`src/rtl/mbist_pkg.sv`:
```
package mbist_pkg;

    typedef enum logic [1:0] {
        ST_IDLE,
        ST_OP0,
        ST_OP1,
        ST_DRAIN
    } exec_st_e;

    // element instruction, bit 0 is descend
    typedef struct packed {
        logic op1_inv;
        logic op1_wr;
        logic op0_inv;
        logic op0_wr;
        logic two_ops;
        logic descend;
    } elem_instr_t;

    localparam int INSTR_W = $bits(elem_instr_t);

    localparam logic [2:0] OFS_CTRL   = 3'd0;
    localparam logic [2:0] OFS_BG     = 3'd1;
    localparam logic [2:0] OFS_LO     = 3'd2;
    localparam logic [2:0] OFS_HI     = 3'd3;
    localparam logic [2:0] OFS_INSTR  = 3'd4;
    localparam logic [2:0] OFS_STATUS = 3'd5;
    localparam logic [2:0] OFS_FADDR  = 3'd6;
    localparam logic [2:0] OFS_FDATA  = 3'd7;

endpackage

```
`src/rtl/mbist_regs.sv`:
```
module mbist_regs
    import mbist_pkg::*;
#(
    parameter int AW = 8,
    parameter int DW = 8,
    parameter int BW = 16
) (
    input  logic              clk,
    input  logic              rst_n,
    input  logic              reg_wen,
    input  logic [2:0]        reg_addr,
    input  logic [BW-1:0]     reg_wdata,
    output logic [BW-1:0]     reg_rdata,
    input  logic              busy,
    input  logic              done_pulse,
    input  logic              fail_pulse,
    input  logic [AW-1:0]     fail_addr_in,
    input  logic [DW-1:0]     fail_data_in,
    output logic              go,
    output logic [DW-1:0]     bg,
    output logic [AW-1:0]     lo_addr,
    output logic [AW-1:0]     hi_addr,
    output elem_instr_t       instr
);

    logic [DW-1:0] bg_q;
    logic [AW-1:0] lo_q, hi_q;
    elem_instr_t   instr_q;
    logic          complete_q, error_q;
    logic [AW-1:0] faddr_q;
    logic [DW-1:0] fdata_q;
    logic          ctrl_wr, clr_req, cfg_we;
    logic          unused_wbits;

    assign unused_wbits = ^reg_wdata;
    assign ctrl_wr = reg_wen && (reg_addr == OFS_CTRL);
    assign go      = ctrl_wr && reg_wdata[0] && !busy;
    assign clr_req = ctrl_wr && reg_wdata[1];
    assign cfg_we  = reg_wen && !busy;

    always_ff @(posedge clk or negedge rst_n) begin
        if (!rst_n) begin
            bg_q       <= '0;
            lo_q       <= '0;
            hi_q       <= '0;
            instr_q    <= '0;
            complete_q <= 1'b0;
            error_q    <= 1'b0;
            faddr_q    <= '0;
            fdata_q    <= '0;
        end else begin
            if (cfg_we && reg_addr == OFS_BG)    bg_q    <= reg_wdata[DW-1:0];
            if (cfg_we && reg_addr == OFS_LO)    lo_q    <= reg_wdata[AW-1:0];
            if (cfg_we && reg_addr == OFS_HI)    hi_q    <= reg_wdata[AW-1:0];
            if (cfg_we && reg_addr == OFS_INSTR) instr_q <= elem_instr_t'(reg_wdata[INSTR_W-1:0]);
            if (go || clr_req) begin
                complete_q <= 1'b0;
                error_q    <= 1'b0;
            end
            if (done_pulse) complete_q <= 1'b1;
            if (fail_pulse) begin
                error_q <= 1'b1;
                faddr_q <= fail_addr_in;
                fdata_q <= fail_data_in;
            end
        end
    end

    always_comb begin
        unique case (reg_addr)
            OFS_CTRL:   reg_rdata = '0;
            OFS_BG:     reg_rdata = BW'(bg_q);
            OFS_LO:     reg_rdata = BW'(lo_q);
            OFS_HI:     reg_rdata = BW'(hi_q);
            OFS_INSTR:  reg_rdata = BW'(instr_q);
            OFS_STATUS: reg_rdata = BW'({busy, error_q, complete_q});
            OFS_FADDR:  reg_rdata = BW'(faddr_q);
            OFS_FDATA:  reg_rdata = BW'(fdata_q);
            default:    reg_rdata = '0;
        endcase
    end

    assign bg      = bg_q;
    assign lo_addr = lo_q;
    assign hi_addr = hi_q;
    assign instr   = instr_q;


    flags_excl_chk: assert property (@(posedge clk) disable iff (!rst_n)
        !(complete_q && error_q));


    cfg_lock_chk: assert property (@(posedge clk) disable iff (!rst_n)
        (busy && $past(busy)) |-> ($stable(bg_q) && $stable(instr_q) && $stable(lo_q) && $stable(hi_q)));


    capture_chk: assert property (@(posedge clk) disable iff (!rst_n)
        fail_pulse |=> (error_q && faddr_q == $past(fail_addr_in)));

endmodule

```
`src/rtl/mbist_exec.sv`:
```
module mbist_exec
    import mbist_pkg::*;
#(
    parameter int AW = 8,
    parameter int DW = 8
) (
    input  logic          clk,
    input  logic          rst_n,
    input  logic          go,
    input  elem_instr_t   instr,
    input  logic [DW-1:0] bg,
    input  logic [AW-1:0] lo_addr,
    input  logic [AW-1:0] hi_addr,
    input  logic          mism,
    output logic          busy,
    output logic          done_pulse,
    output logic          ram_en,
    output logic          ram_we,
    output logic [AW-1:0] ram_addr,
    output logic [DW-1:0] ram_wdata,
    output logic          rd_issue
);

    exec_st_e      state_q, state_d;
    logic [AW-1:0] addr_q, addr_d;
    logic          at_last;
    logic [AW-1:0] addr_step;
    logic          sel_second, op_wr, op_inv, issuing;

    assign at_last   = instr.descend ? (addr_q == lo_addr) : (addr_q == hi_addr);
    assign addr_step = instr.descend ? (addr_q - 1'b1) : (addr_q + 1'b1);

    always_ff @(posedge clk or negedge rst_n) begin
        if (!rst_n) begin
            state_q <= ST_IDLE;
            addr_q  <= '0;
        end else begin
            state_q <= state_d;
            addr_q  <= addr_d;
        end
    end

    always_comb begin
        state_d    = state_q;
        addr_d     = addr_q;
        done_pulse = 1'b0;
        unique case (state_q)
            ST_IDLE: begin
                if (go) begin
                    state_d = ST_OP0;
                    addr_d  = instr.descend ? hi_addr : lo_addr;
                end
            end
            ST_OP0: begin
                if (mism)               state_d = ST_IDLE;
                else if (instr.two_ops) state_d = ST_OP1;
                else if (at_last)       state_d = ST_DRAIN;
                else                    addr_d  = addr_step;
            end
            ST_OP1: begin
                if (mism)         state_d = ST_IDLE;
                else if (at_last) state_d = ST_DRAIN;
                else begin
                    state_d = ST_OP0;
                    addr_d  = addr_step;
                end
            end
            ST_DRAIN: begin
                state_d    = ST_IDLE;
                done_pulse = !mism;
            end
            default: state_d = ST_IDLE;
        endcase
    end

    always_comb begin
        issuing    = (state_q == ST_OP0) || (state_q == ST_OP1);
        sel_second = (state_q == ST_OP1);
        op_wr      = sel_second ? instr.op1_wr  : instr.op0_wr;
        op_inv     = sel_second ? instr.op1_inv : instr.op0_inv;
        busy       = (state_q != ST_IDLE);
        ram_en     = issuing && !mism;
        ram_we     = ram_en && op_wr;
        rd_issue   = ram_en && !op_wr;
        ram_addr   = addr_q;
        ram_wdata  = op_inv ? ~bg : bg;
    end


    abort_stop_chk: assert property (@(posedge clk) disable iff (!rst_n)
        mism |=> (state_q == ST_IDLE));


    range_chk: assert property (@(posedge clk) disable iff (!rst_n)
        ram_en |-> (ram_addr >= lo_addr && ram_addr <= hi_addr));


    pair_addr_chk: assert property (@(posedge clk) disable iff (!rst_n)
        (state_q == ST_OP1) |-> (ram_addr == $past(ram_addr)));

endmodule

```
`src/rtl/mbist_cmp.sv`:
```
module mbist_cmp #(
    parameter int AW = 8,
    parameter int DW = 8
) (
    input  logic          clk,
    input  logic          rst_n,
    input  logic          rd_issue,
    input  logic [DW-1:0] rd_exp,
    input  logic [AW-1:0] rd_addr,
    input  logic [DW-1:0] ram_rdata,
    output logic          mism,
    output logic [AW-1:0] fail_addr,
    output logic [DW-1:0] fail_data
);

    logic          pend_v;
    logic [DW-1:0] pend_exp;
    logic [AW-1:0] pend_addr;

    always_ff @(posedge clk or negedge rst_n) begin
        if (!rst_n) begin
            pend_v    <= 1'b0;
            pend_exp  <= '0;
            pend_addr <= '0;
        end else begin
            pend_v <= rd_issue;
            if (rd_issue) begin
                pend_exp  <= rd_exp;
                pend_addr <= rd_addr;
            end
        end
    end

    assign mism      = pend_v && (ram_rdata != pend_exp);
    assign fail_addr = pend_addr;
    assign fail_data = ram_rdata;


    cmp_after_read_chk: assert property (@(posedge clk) disable iff (!rst_n)
        mism |-> $past(rd_issue));

endmodule

```
`src/rtl/mbist_elem_engine.sv`:
```
module mbist_elem_engine
    import mbist_pkg::*;
#(
    parameter int AW = 8,
    parameter int DW = 8,
    parameter int BW = 16
) (
    input  logic          clk,
    input  logic          rst_n,
    input  logic          reg_wen,
    input  logic [2:0]    reg_addr,
    input  logic [BW-1:0] reg_wdata,
    output logic [BW-1:0] reg_rdata,
    output logic          ram_en,
    output logic          ram_we,
    output logic [AW-1:0] ram_addr,
    output logic [DW-1:0] ram_wdata,
    input  logic [DW-1:0] ram_rdata
);

    logic          go, busy, done_pulse, mism, rd_issue;
    logic [DW-1:0] bg;
    logic [AW-1:0] lo_addr, hi_addr;
    elem_instr_t   instr;
    logic [AW-1:0] fail_addr;
    logic [DW-1:0] fail_data;

    mbist_regs #(.AW(AW), .DW(DW), .BW(BW)) regs_i (
        .clk(clk), .rst_n(rst_n),
        .reg_wen(reg_wen), .reg_addr(reg_addr), .reg_wdata(reg_wdata), .reg_rdata(reg_rdata),
        .busy(busy), .done_pulse(done_pulse), .fail_pulse(mism),
        .fail_addr_in(fail_addr), .fail_data_in(fail_data),
        .go(go), .bg(bg), .lo_addr(lo_addr), .hi_addr(hi_addr), .instr(instr)
    );

    mbist_exec #(.AW(AW), .DW(DW)) exec_i (
        .clk(clk), .rst_n(rst_n), .go(go), .instr(instr), .bg(bg),
        .lo_addr(lo_addr), .hi_addr(hi_addr), .mism(mism),
        .busy(busy), .done_pulse(done_pulse),
        .ram_en(ram_en), .ram_we(ram_we), .ram_addr(ram_addr), .ram_wdata(ram_wdata),
        .rd_issue(rd_issue)
    );

    mbist_cmp #(.AW(AW), .DW(DW)) cmp_i (
        .clk(clk), .rst_n(rst_n), .rd_issue(rd_issue), .rd_exp(ram_wdata),
        .rd_addr(ram_addr), .ram_rdata(ram_rdata),
        .mism(mism), .fail_addr(fail_addr), .fail_data(fail_data)
    );

endmodule

```
`config.mk`:
```
export PLATFORM = sky130hd
export DESIGN_NAME = mbist_elem_engine
export DESIGN_NICKNAME = d
export VERILOG_FILES = /design/src/rtl/mbist_pkg.sv /design/src/rtl/mbist_regs.sv /design/src/rtl/mbist_exec.sv /design/src/rtl/mbist_cmp.sv /design/src/rtl/mbist_elem_engine.sv
export SDC_FILE = /design/constraint.sdc
export NUM_CORES = 1
export LEC_CHECK = 0
export BUFFER_PORTS_ARGS = -buffer_cell sky130_fd_sc_hd__buf_2
export CAP_MARGIN = 25
export CORE_MARGIN = 4
export CORE_UTILIZATION = 57
export CTS_BUF_LIST = sky130_fd_sc_hd__clkbuf_16
export CTS_CLUSTER_SIZE = 40
export DETAILED_ROUTE_END_ITERATION = 6
export GPL_TIMING_DRIVEN = 1
export PLACE_DENSITY = 0.9
export SLEW_MARGIN = 20
export SYNTH_ARGS = -nofsm -noshare
export SYNTH_HDL_FRONTEND = slang
export SYNTH_SLANG_ARGS = --single-unit
```
`constraint.sdc`:
```
create_clock -name clk -period 6.65 [get_ports clk]
set_input_delay 0.9975 -clock clk [delete_from_list [all_inputs] [get_ports clk]]
set_output_delay 0.9975 -clock clk [all_outputs]
set_load 0.03 [all_outputs]
```
==> results of run 1 <==
## final timing paths
check	slack (ns)	endpoint	startpoint
hold reg to reg	0.48	regs_i.faddr_q[5]	cmp_i.fail_addr[5]
setup / recovery	2.74	ram_we	ram_rdata[7]
min in group asynchronous	0.71	regs_i.faddr_q[6]	rst_n
hold / removal	0.48	regs_i.faddr_q[5]	cmp_i.fail_addr[5]
setup reg to reg	4.16	exec_i.ram_addr[2]	regs_i.instr[0]
max in group asynchronous	5.36	exec_i.ram_addr[2]	rst_n
## layer usage
layer,global-route usage [%],vias to the layer above
met3,6.77,39
met1,35.2,1648
li1,-,1463
met2,44.2,165
met5,0,-
met4,10.1,0
## cells by family after synthesis
kind of cell	after synthesis	synth area share [%]
simple gates	113	12.1
buf+inv	38	4.48
fa+ha+maj	11	3.42
flops	75	44.2
other cells	1	0.0883
xor+xnor	26	5.36
compound gates	51	7.72
mux	83	22.7
## area by class of cell
type | count | share of cell area [%]
Tap cell | 99 | 2.56
Timing Repair Buffer | 51 | 5.89
Clock buffer | 9 | 4.65
Multi-Input combinational cell | 292 | 45.7
Inverter | 15 | 1.16
Clock inverter | 7 | 1.37
Sequential cell | 75 | 38.7
## synthesized netlist by cell type (all sizes together) (2+ instances only)
library cell	count	area, um^2
dfrtp	75	1880
nand2	70	263
mux2	54	619
mux2i	25	254
xnor2	25	219
o21ai	17	85.1
buf	14	100
inv	14	52.6
nor2	14	52.6
ha	10	125
clkbuf	9	33.8
a21oi	8	40.0
a22oi	6	45.0
nand3	6	30.0
mux4	4	90.1
nor2b	4	25.0
nand3b	3	22.5
a211o	2	17.5
a21o	2	15.0
a31oi	2	12.5
nand2b	2	12.5
nand4	2	12.5
nor3	2	10.0
nor4	2	25.0
nor4b	2	17.5
o21a	2	15.0
o22ai	2	12.5
or3	2	12.5
## critical path, cell delays in order
cell and delay, ns:
buf_2 0.11, xnor2_1 0.16, nand4_1 0.14, o21ai_1 0.15
buf_4 0.28, clkinv_1 0.48, nor3_1 0.34, buf_2 0.25
## through the flow
step / area [um^2] / hold slack [ns]
5_1_grt: 4850 / 0.498
2_1_floorplan: 4280 / 0.433
4_1_cts: 4810 / 0.479
3_3_place_gp: 4520 / 0.452
6_report: 4850 / 0.480
3_5_place_dp: 4520 / 0.462
## flip-flops by register name (all words and copies together), names as in the netlist, 8 cells and up
| signal | flops |
|---|---|
| regs_i.bg | 8 |
| regs_i.hi_addr | 8 |
| exec_i.ram_addr | 8 |
| regs_i.faddr_q | 8 |
| cmp_i.pend_exp | 8 |
| regs_i.fdata_q | 8 |
| regs_i.lo_addr | 8 |
| cmp_i.fail_addr | 8 |
## layout by cell type, fill, tap and decap left out, drive strengths merged, types with 3 or more instances in the layout
cell type and count:
dfrtp 75, nand2 70, mux2 54, buf 51, xnor2 25, mux2i 25, o21ai 17, inv 16
nor2 14, ha 10, clkbuf 9, a21oi 8, conb 8, a22oi 6, nand3 6, mux4 4
nor2b 4, clkinv 4, nand3b 3
## power by group
group / switching [mW] / internal [mW] / total (mW)
Combinational: 0.917 / 0.690 / 1.61
Sequential: 0.253 / 0.686 / 0.939
Clock: 0.191 / 0.289 / 0.480
==> impl_metrics.json, run 1 <==
{
  "grt_overflow": 0,
  "multiInputGateArea_mm2": 0.00221,
  "yosysWarnings": 0,
  "design.die.area_mm2": 0.00890,
  "critical_path_arrival_ns": 2.91,
  "synth_ff_type": "dfrtp_1",
  "criticalPathCategory": "input port to primary output",
  "max_freq_ghz": 0.256,
  "grt_pass1_vias": 3352,
  "reg2reg_depth": 7,
  "place_inst": 530,
  "crit_path_start_kind": "input port",
  "maxCapViolCount": 0,
  "finalCriticalPeriod_ns": 3.91,
  "yosysSeqAreaShare_pct": 44.2,
  "cts_buffers": 9,
  "setup_viol": 0,
  "die_width_um": 94.3,
  "synth_edf_count": 0,
  "finalHoldViolations": 0,
  "hold_path.class": "register to register",
  "postRouteAntennaNets": 0,
  "async_reset_ff_share_pct": 100,
  "wl_met1_um": 4710,
  "netlist_area_mm2": 0.00425,
  "clk_pin_slew_ns": 0.06,
  "cts_buffer_depth": 2,
  "grt_max_degree": 76,
  "cts_root_buf": "clkbuf_16",
  "start_util_pct": 58.6,
  "cp_max_fo": 23,
  "outcome": "finished clean",
  "drcViolationCount": 0,
  "cts.sinks": 75,
  "drive_above_1_share_pct": 27.8,
  "finalCritPeriodShare_pct": 58.8,
  "grt_pass1_wl_um": 18100,
  "track_usage_pct": 27.1,
  "power_mw": 3.03,
  "preCtsSetupSlack_ns": 2.79,
  "fin_cells": 548,
  "holdBufCountCts": 0,
  "synthCells": 398,
  "wl_per_cell_um": 20.3,
  "ys_ff_latch": 75,
  "skew_ns": 0.00674,
  "cts_tree": "done",
  "ir_drop_mv": 0.442,
  "die_h_um": 94.3,
  "slew_violations": 0,
  "min_path_cells": 2,
  "p_leak_nw": 2.27,
  "wl_met2_um": 5290,
  "drtIter0Drc": 310,
  "insertion_delay_ns": 0.34,
  "syn_to_final_growth_pct": 14.1,
  "nFillCells": 549,
  "tightest_slew_ns": 0.788,
  "antenna_found_initial": 0,
  "vias": 3315,
  "core_area_mm2": 0.00725,
  "viasPerCell": 6.05,
  "io_pins": 64,
  "rsz0062_at_grt": "false",
  "place_hpwl_um": 7320,
  "fin_setup_tns_ns": 0,
  "place.gp.congestion": 0.887,
  "power.density_mw_per_mm2": 624,
  "dr.pass1.iters": 5,
  "relSlewSlack_pct": 47.3,
  "final-seq-area_mm2": 0.00188,
  "rows": 31,
  "synthDistinctLibCells": 53,
  "final_util_pct": 66.8,
  "final_nets": 485,
  "critPathCaptureType": "primary output",
  "port_buffers": 47,
  "dr.max_layer_used": "met4",
  "crit_required_ns": 5.65,
  "post_cts_buffers": 0,
  "ctsResizeCount": 0,
  "antenna_cells": 0,
  "wl_met3_um": 744,
  "htreeDepth": 3,
  "fin_ws_ns": 2.74,
  "routed_wl_um": 11100,
  "avgSynthCellArea_um2": 10.7
}
Power figures use the tool's default switching activity.
==> run 2: changes to the inputs <==
Clock period 6.65 ns to 3.6 ns, I/O delays scaled along.
==> impl_metrics.json, run 2 (synthesis gave the netlist of run 1 again) <==
{
  "outcome": "finished clean",
  "cts_root_buf": "clkbuf_16",
  "dr.pass1.iters": 5,
  "cts_buffer_depth": 2,
  "r2r-start": "regs_i.instr[0]",
  "combPwrFrac_pct": 53.1,
  "criticalPathCategory": "register to primary output",
  "multiInputGateArea_mm2": 0.00221,
  "reg2reg_to": "exec_i.ram_addr[2]",
  "grt_pass1_vias": 3435,
  "clk_pin_slew_ns": 0.06,
  "start_util_pct": 58.6,
  "routed_wl_um": 10700,
  "relSlewSlack_pct": 48.4,
  "place_hpwl_um": 7710,
  "use_met2_pct": 43.6,
  "skew_ns": 0.00528,
  "critPathCaptureType": "primary output",
  "slew_violations": 0,
  "antenna_found_initial": 0,
  "critical_path_arrival_ns": 2.34,
  "cp_max_fo": 8,
  "grt_use_met1_pct": 33.9,
  "setup_viol": 0,
  "place.gp.congestion": 0.901,
  "r2r_slack_ns": 0.73,
  "power.density_mw_per_mm2": 1140,
  "maxCapViolCount": 0,
  "syn_to_final_growth_pct": 13.2,
  "clkPwrFrac_pct": 15.3,
  "post_cts_buffers": 0,
  "crit_required_ns": 3.06,
  "vias": 3266,
  "cts_buffers": 9,
  "drtIter0Drc": 259,
  "reg2reg_depth": 7,
  "p_int_mw": 3.06,
  "wl_per_cell_um": 19.5,
  "finalCriticalPeriod_ns": 2.88,
  "fin_ws_ns": 0.719,
  "port_buffers": 47,
  "final_area_mm2": 0.00481,
  "holdWs_ns": 0.110,
  "antenna_cells": 0,
  "place_area_mm2": 0.00454,
  "holdBufCountCts": 0,
  "max_freq_ghz": 0.347,
  "finalCritPeriodShare_pct": 80.0,
  "layout_common_cells": "dfrtp_1 (75), nand2_1 (70), mux2_2 (50)",
  "finalHoldViolations": 0,
  "power_mw": 5.50,
  "p_leak_nw": 2.26,
  "grt_pass1_wl_um": 17600,
  "hold_path.class": "input port to asynchronous set/reset pin",
  "design.die.area_mm2": 0.00890,
  "layout_commonest_cell": "dfrtp_1",
  "die_h_um": 94.3,
  "place_inst": 533,
  "slowest_delay_ns": 0.66,
  "crit_path_start_kind": "register",
  "ir_drop_mv": 0.807,
  "postRouteAntennaNets": 0,
  "final-seq-area_mm2": 0.00188,
  "viasPerCell": 5.97,
  "nFillCells": 542,
  "core_area_mm2": 0.00725,
  "fin_setup_tns_ns": 0,
  "cp_slowest_cell": "mux2i_2",
  "met3_usage_pct": 4.54,
  "final_util_pct": 66.3,
  "htreeDepth": 3,
  "cts_tree": "done",
  "pwr-share-seq_pct": 31.6,
  "fin_cells": 547,
  "cts.sinks": 75,
  "crit_chain": "inv_1, ha_1, mux2i_2, xnor2_1, buf_2",
  "grt_overflow": 0,
  "switchingPower_mw": 2.44,
  "p_sw_share_pct": 44.4,
  "io_pins": 64,
  "die_width_um": 94.3,
  "track_usage_pct": 26.0,
  "insertion_delay_ns": 0.33,
  "drive_above_1_share_pct": 27.7,
  "ctsResizeCount": 0,
  "preCtsSetupSlack_ns": 0.767,
  "grt.busiest_layer": "met2",
  "tightest_slew_ns": 0.770,
  "grt_max_degree": 62,
  "rsz0062_at_grt": "false",
  "rows": 31,
  "drcViolationCount": 0,
  "final_nets": 486
}
-- run 2: area by class of cell --
class                      instances  share of cell area, %
clock buffer                       9                   4.68
clock inverter                     5                  0.988
inverter                          15                   1.17
multi-input combinational        292                   45.9
sequential                        75                   39.0
tap                               99                   2.57
timing repair buffer              52                   5.67
-- run 2: how the worst max path moves through the flow --
stage / startpoint / to / slack, ns / cells after the start
floorplan: reg_addr[0] / reg_rdata[1] / 0.73 / 5
global placement: ram_rdata[7] / cmp_i.fail_addr[1] / 0.88 / 7
detailed placement: reg_addr[0] / exec_i.ram_addr[3] / 0.77 / 7
CTS: exec_i.state_q[0] / ram_wdata[5] / 0.75 / 5
global route: regs_i.instr[0] / reg_rdata[0] / 0.59 / 5
finish: exec_i.state_q[0] / ram_wdata[7] / 0.72 / 5
-- run 2: power by group through the flow --
| stage | clock [mW] | combinational [mW] | sequential, mW |
|---|---|---|---|
| 3_5_place_dp | 0 | 2.88 | 1.73 |
| 4_1_cts | 0.849 | 2.92 | 1.72 |
| 3_3_place_gp | 0 | 2.77 | 1.69 |
| 5_1_grt | 0.893 | 3.18 | 1.78 |
| 2_1_floorplan | 0 | 2.24 | 1.62 |
| 6_report | 0.840 | 2.92 | 1.74 |
-- run 2: per-layer routing --
metal	up-vias	wire, um
met1	1611	4480
met3	25	727
met5	-	0
li1	1472	-
met2	158	5240
met4	0	228
-- run 2: critical path: cells and delay by family (launching register included) --
family / cells / cell delay (ns)
xor+xnor: 1 / 0.24
buf+inv: 2 / 0.36
mux: 1 / 0.66
flops: 1 / 0.43
fa+ha+maj: 1 / 0.32
==> run 3: changes to the inputs <==
Clock period 3.6 ns to 2.7 ns, I/O delays scaled along.
==> impl_metrics.json, run 3 (synthesis gave the netlist of run 1 again) <==
{
  "place.gp.congestion": 0.868,
  "layout_commonest_cell": "dfrtp_1",
  "pwr-share-seq_pct": 30.9,
  "die_h_um": 94.3,
  "cp_max_fo": 5,
  "routed_wl_um": 11000,
  "grt_pass1_wl_um": 17900,
  "postRouteAntennaNets": 0,
  "outcome": "finished clean",
  "combPwrFrac_pct": 54.8,
  "preCtsSetupSlack_ns": 0.260,
  "insertion_delay_ns": 0.34,
  "critPathCaptureType": "primary output",
  "p_leak_nw": 2.33,
  "reg2reg_depth": 7,
  "post_cts_buffers": 0,
  "r2r-start": "regs_i.instr[0]",
  "relSlewSlack_pct": 52.3,
  "io_pins": 64,
  "setup_viol": 0,
  "critical_path_arrival_ns": 2.12,
  "start_util_pct": 58.6,
  "slew_violations": 0,
  "tightest_slew_ns": 0.713,
  "finalCriticalPeriod_ns": 2.52,
  "cts_buffer_depth": 2,
  "drtIter0Drc": 212,
  "track_usage_pct": 26.7,
  "dr.pass1.iters": 5,
  "skew_ns": 0.00658,
  "hold_path.class": "input port to register",
  "design.die.area_mm2": 0.00890,
  "clkPwrFrac_pct": 14.3,
  "switchingPower_mw": 3.35,
  "cts.sinks": 75,
  "drive_above_1_share_pct": 30.6,
  "cts_buffers": 9,
  "die_width_um": 94.3,
  "criticalPathCategory": "register to primary output",
  "vias": 3389,
  "finalHoldViolations": 0,
  "crit_path_start_kind": "register",
  "viasPerCell": 6.02,
  "final_nets": 501,
  "wl_per_cell_um": 19.6,
  "syn_to_final_growth_pct": 16.5,
  "p_sw_share_pct": 44.8,
  "rows": 31,
  "antenna_cells": 0,
  "grt_pass1_vias": 3443,
  "min-delay-start": "ram_rdata[7]",
  "cts_tree": "done",
  "finalCritPeriodShare_pct": 93.5,
  "p_int_mw": 4.13,
  "cts_root_buf": "clkbuf_16",
  "power.density_mw_per_mm2": 1510,
  "antenna_found_initial": 0,
  "min_path_cells": 3,
  "maxCapViolCount": 0,
  "port_buffers": 47,
  "layout_common_cells": "dfrtp_1 (74), nand2_1 (70), mux2_2 (50)",
  "fin_ws_ns": 0.175,
  "max_freq_ghz": 0.396,
  "drcViolationCount": 0,
  "htreeDepth": 3,
  "grt_overflow": 0,
  "r2r_slack_ns": 0.32,
  "crit_required_ns": 2.30,
  "place_hpwl_um": 7780,
  "hold_end": "regs_i.fdata_q[7]",
  "ir_drop_mv": 1.06,
  "reg2reg_to": "exec_i.ram_addr[7]",
  "rsz0062_at_grt": "false",
  "grt_max_degree": 73,
  "clk_pin_slew_ns": 0.06,
  "core_area_mm2": 0.00725,
  "fin_setup_tns_ns": 0
}
[run 3: how the worst max path moves through the flow]
stage                                  from                 end  cells after the start
after global routing      cmp_i.pend_exp[2]              ram_we                      6
after detailed placement    regs_i.instr[0]  exec_i.ram_addr[3]                      7
final                     exec_i.state_q[0]        ram_wdata[7]                      6
after global placement      regs_i.instr[0]  exec_i.ram_addr[3]                      7
after floorplan                 reg_addr[0]        reg_rdata[1]                      5
after CTS                 exec_i.state_q[0]        ram_wdata[4]                      6
[run 3: per-stage QoR]
step	cell area [um^2]	util, %	hold WS (ns)	instances	total power, mW
CTS	4940	68.1	0.280	563	7.43
finish	4950	68.2	0.282	563	7.48
global route	4950	68.2	0.294	563	7.92
detailed placement	4670	64.4	0.225	547	6.31
global placement	4670	64.4	0.222	547	6.10
floorplan	4280	-	0.109	405	5.15
[run 3: power by group through the flow]
stage                     clock network [mW]  registers, mW  logic (mW)
after floorplan                            0           2.16        2.99
after global placement                     0           2.24        3.85
after detailed placement                   0           2.29        4.02
after CTS                               1.07           2.29        4.08
after global routing                    1.13           2.37        4.43
final                                   1.07           2.31        4.10
[run 3: area by class of cell]
| class | count | area [um^2] |
|---|---|---|
| Inverter | 15 | 56.3 |
| Timing Repair Buffer | 67 | 413 |
| Tap cell | 99 | 124 |
| Multi-Input combinational cell | 292 | 2220 |
| Sequential cell | 75 | 1880 |
| Clock buffer | 9 | 225 |
| Clock inverter | 6 | 33.8 |
| Fill cell | 540 | 2300 |
[run 3: critical path, cell delays in order (launching register included)]
cell,delay (ns)
dfrtp_1,0.42
inv_1,0.11
ha_2,0.29
mux2i_4,0.37
buf_4,0.21
xnor2_1,0.15
buf_2,0.24
[run 3: metal layers]
metal / track usage, % / up-vias / wire length [um]
li1: - / 1503 / -
met1: 34.3 / 1653 / 4350
met2: 43.0 / 189 / 5250
met3: 7.09 / 44 / 1010
met4: 10.8 / 0 / 413
met5: 0 / - / 0
[run 3: what timing repair did]
action | CTS | global route
resized for setup | 0 | 3
hold buffers | 1 | 0
hold endpoints to repair | 3 | 0
endpoints found under the setup margin | 0 | 5
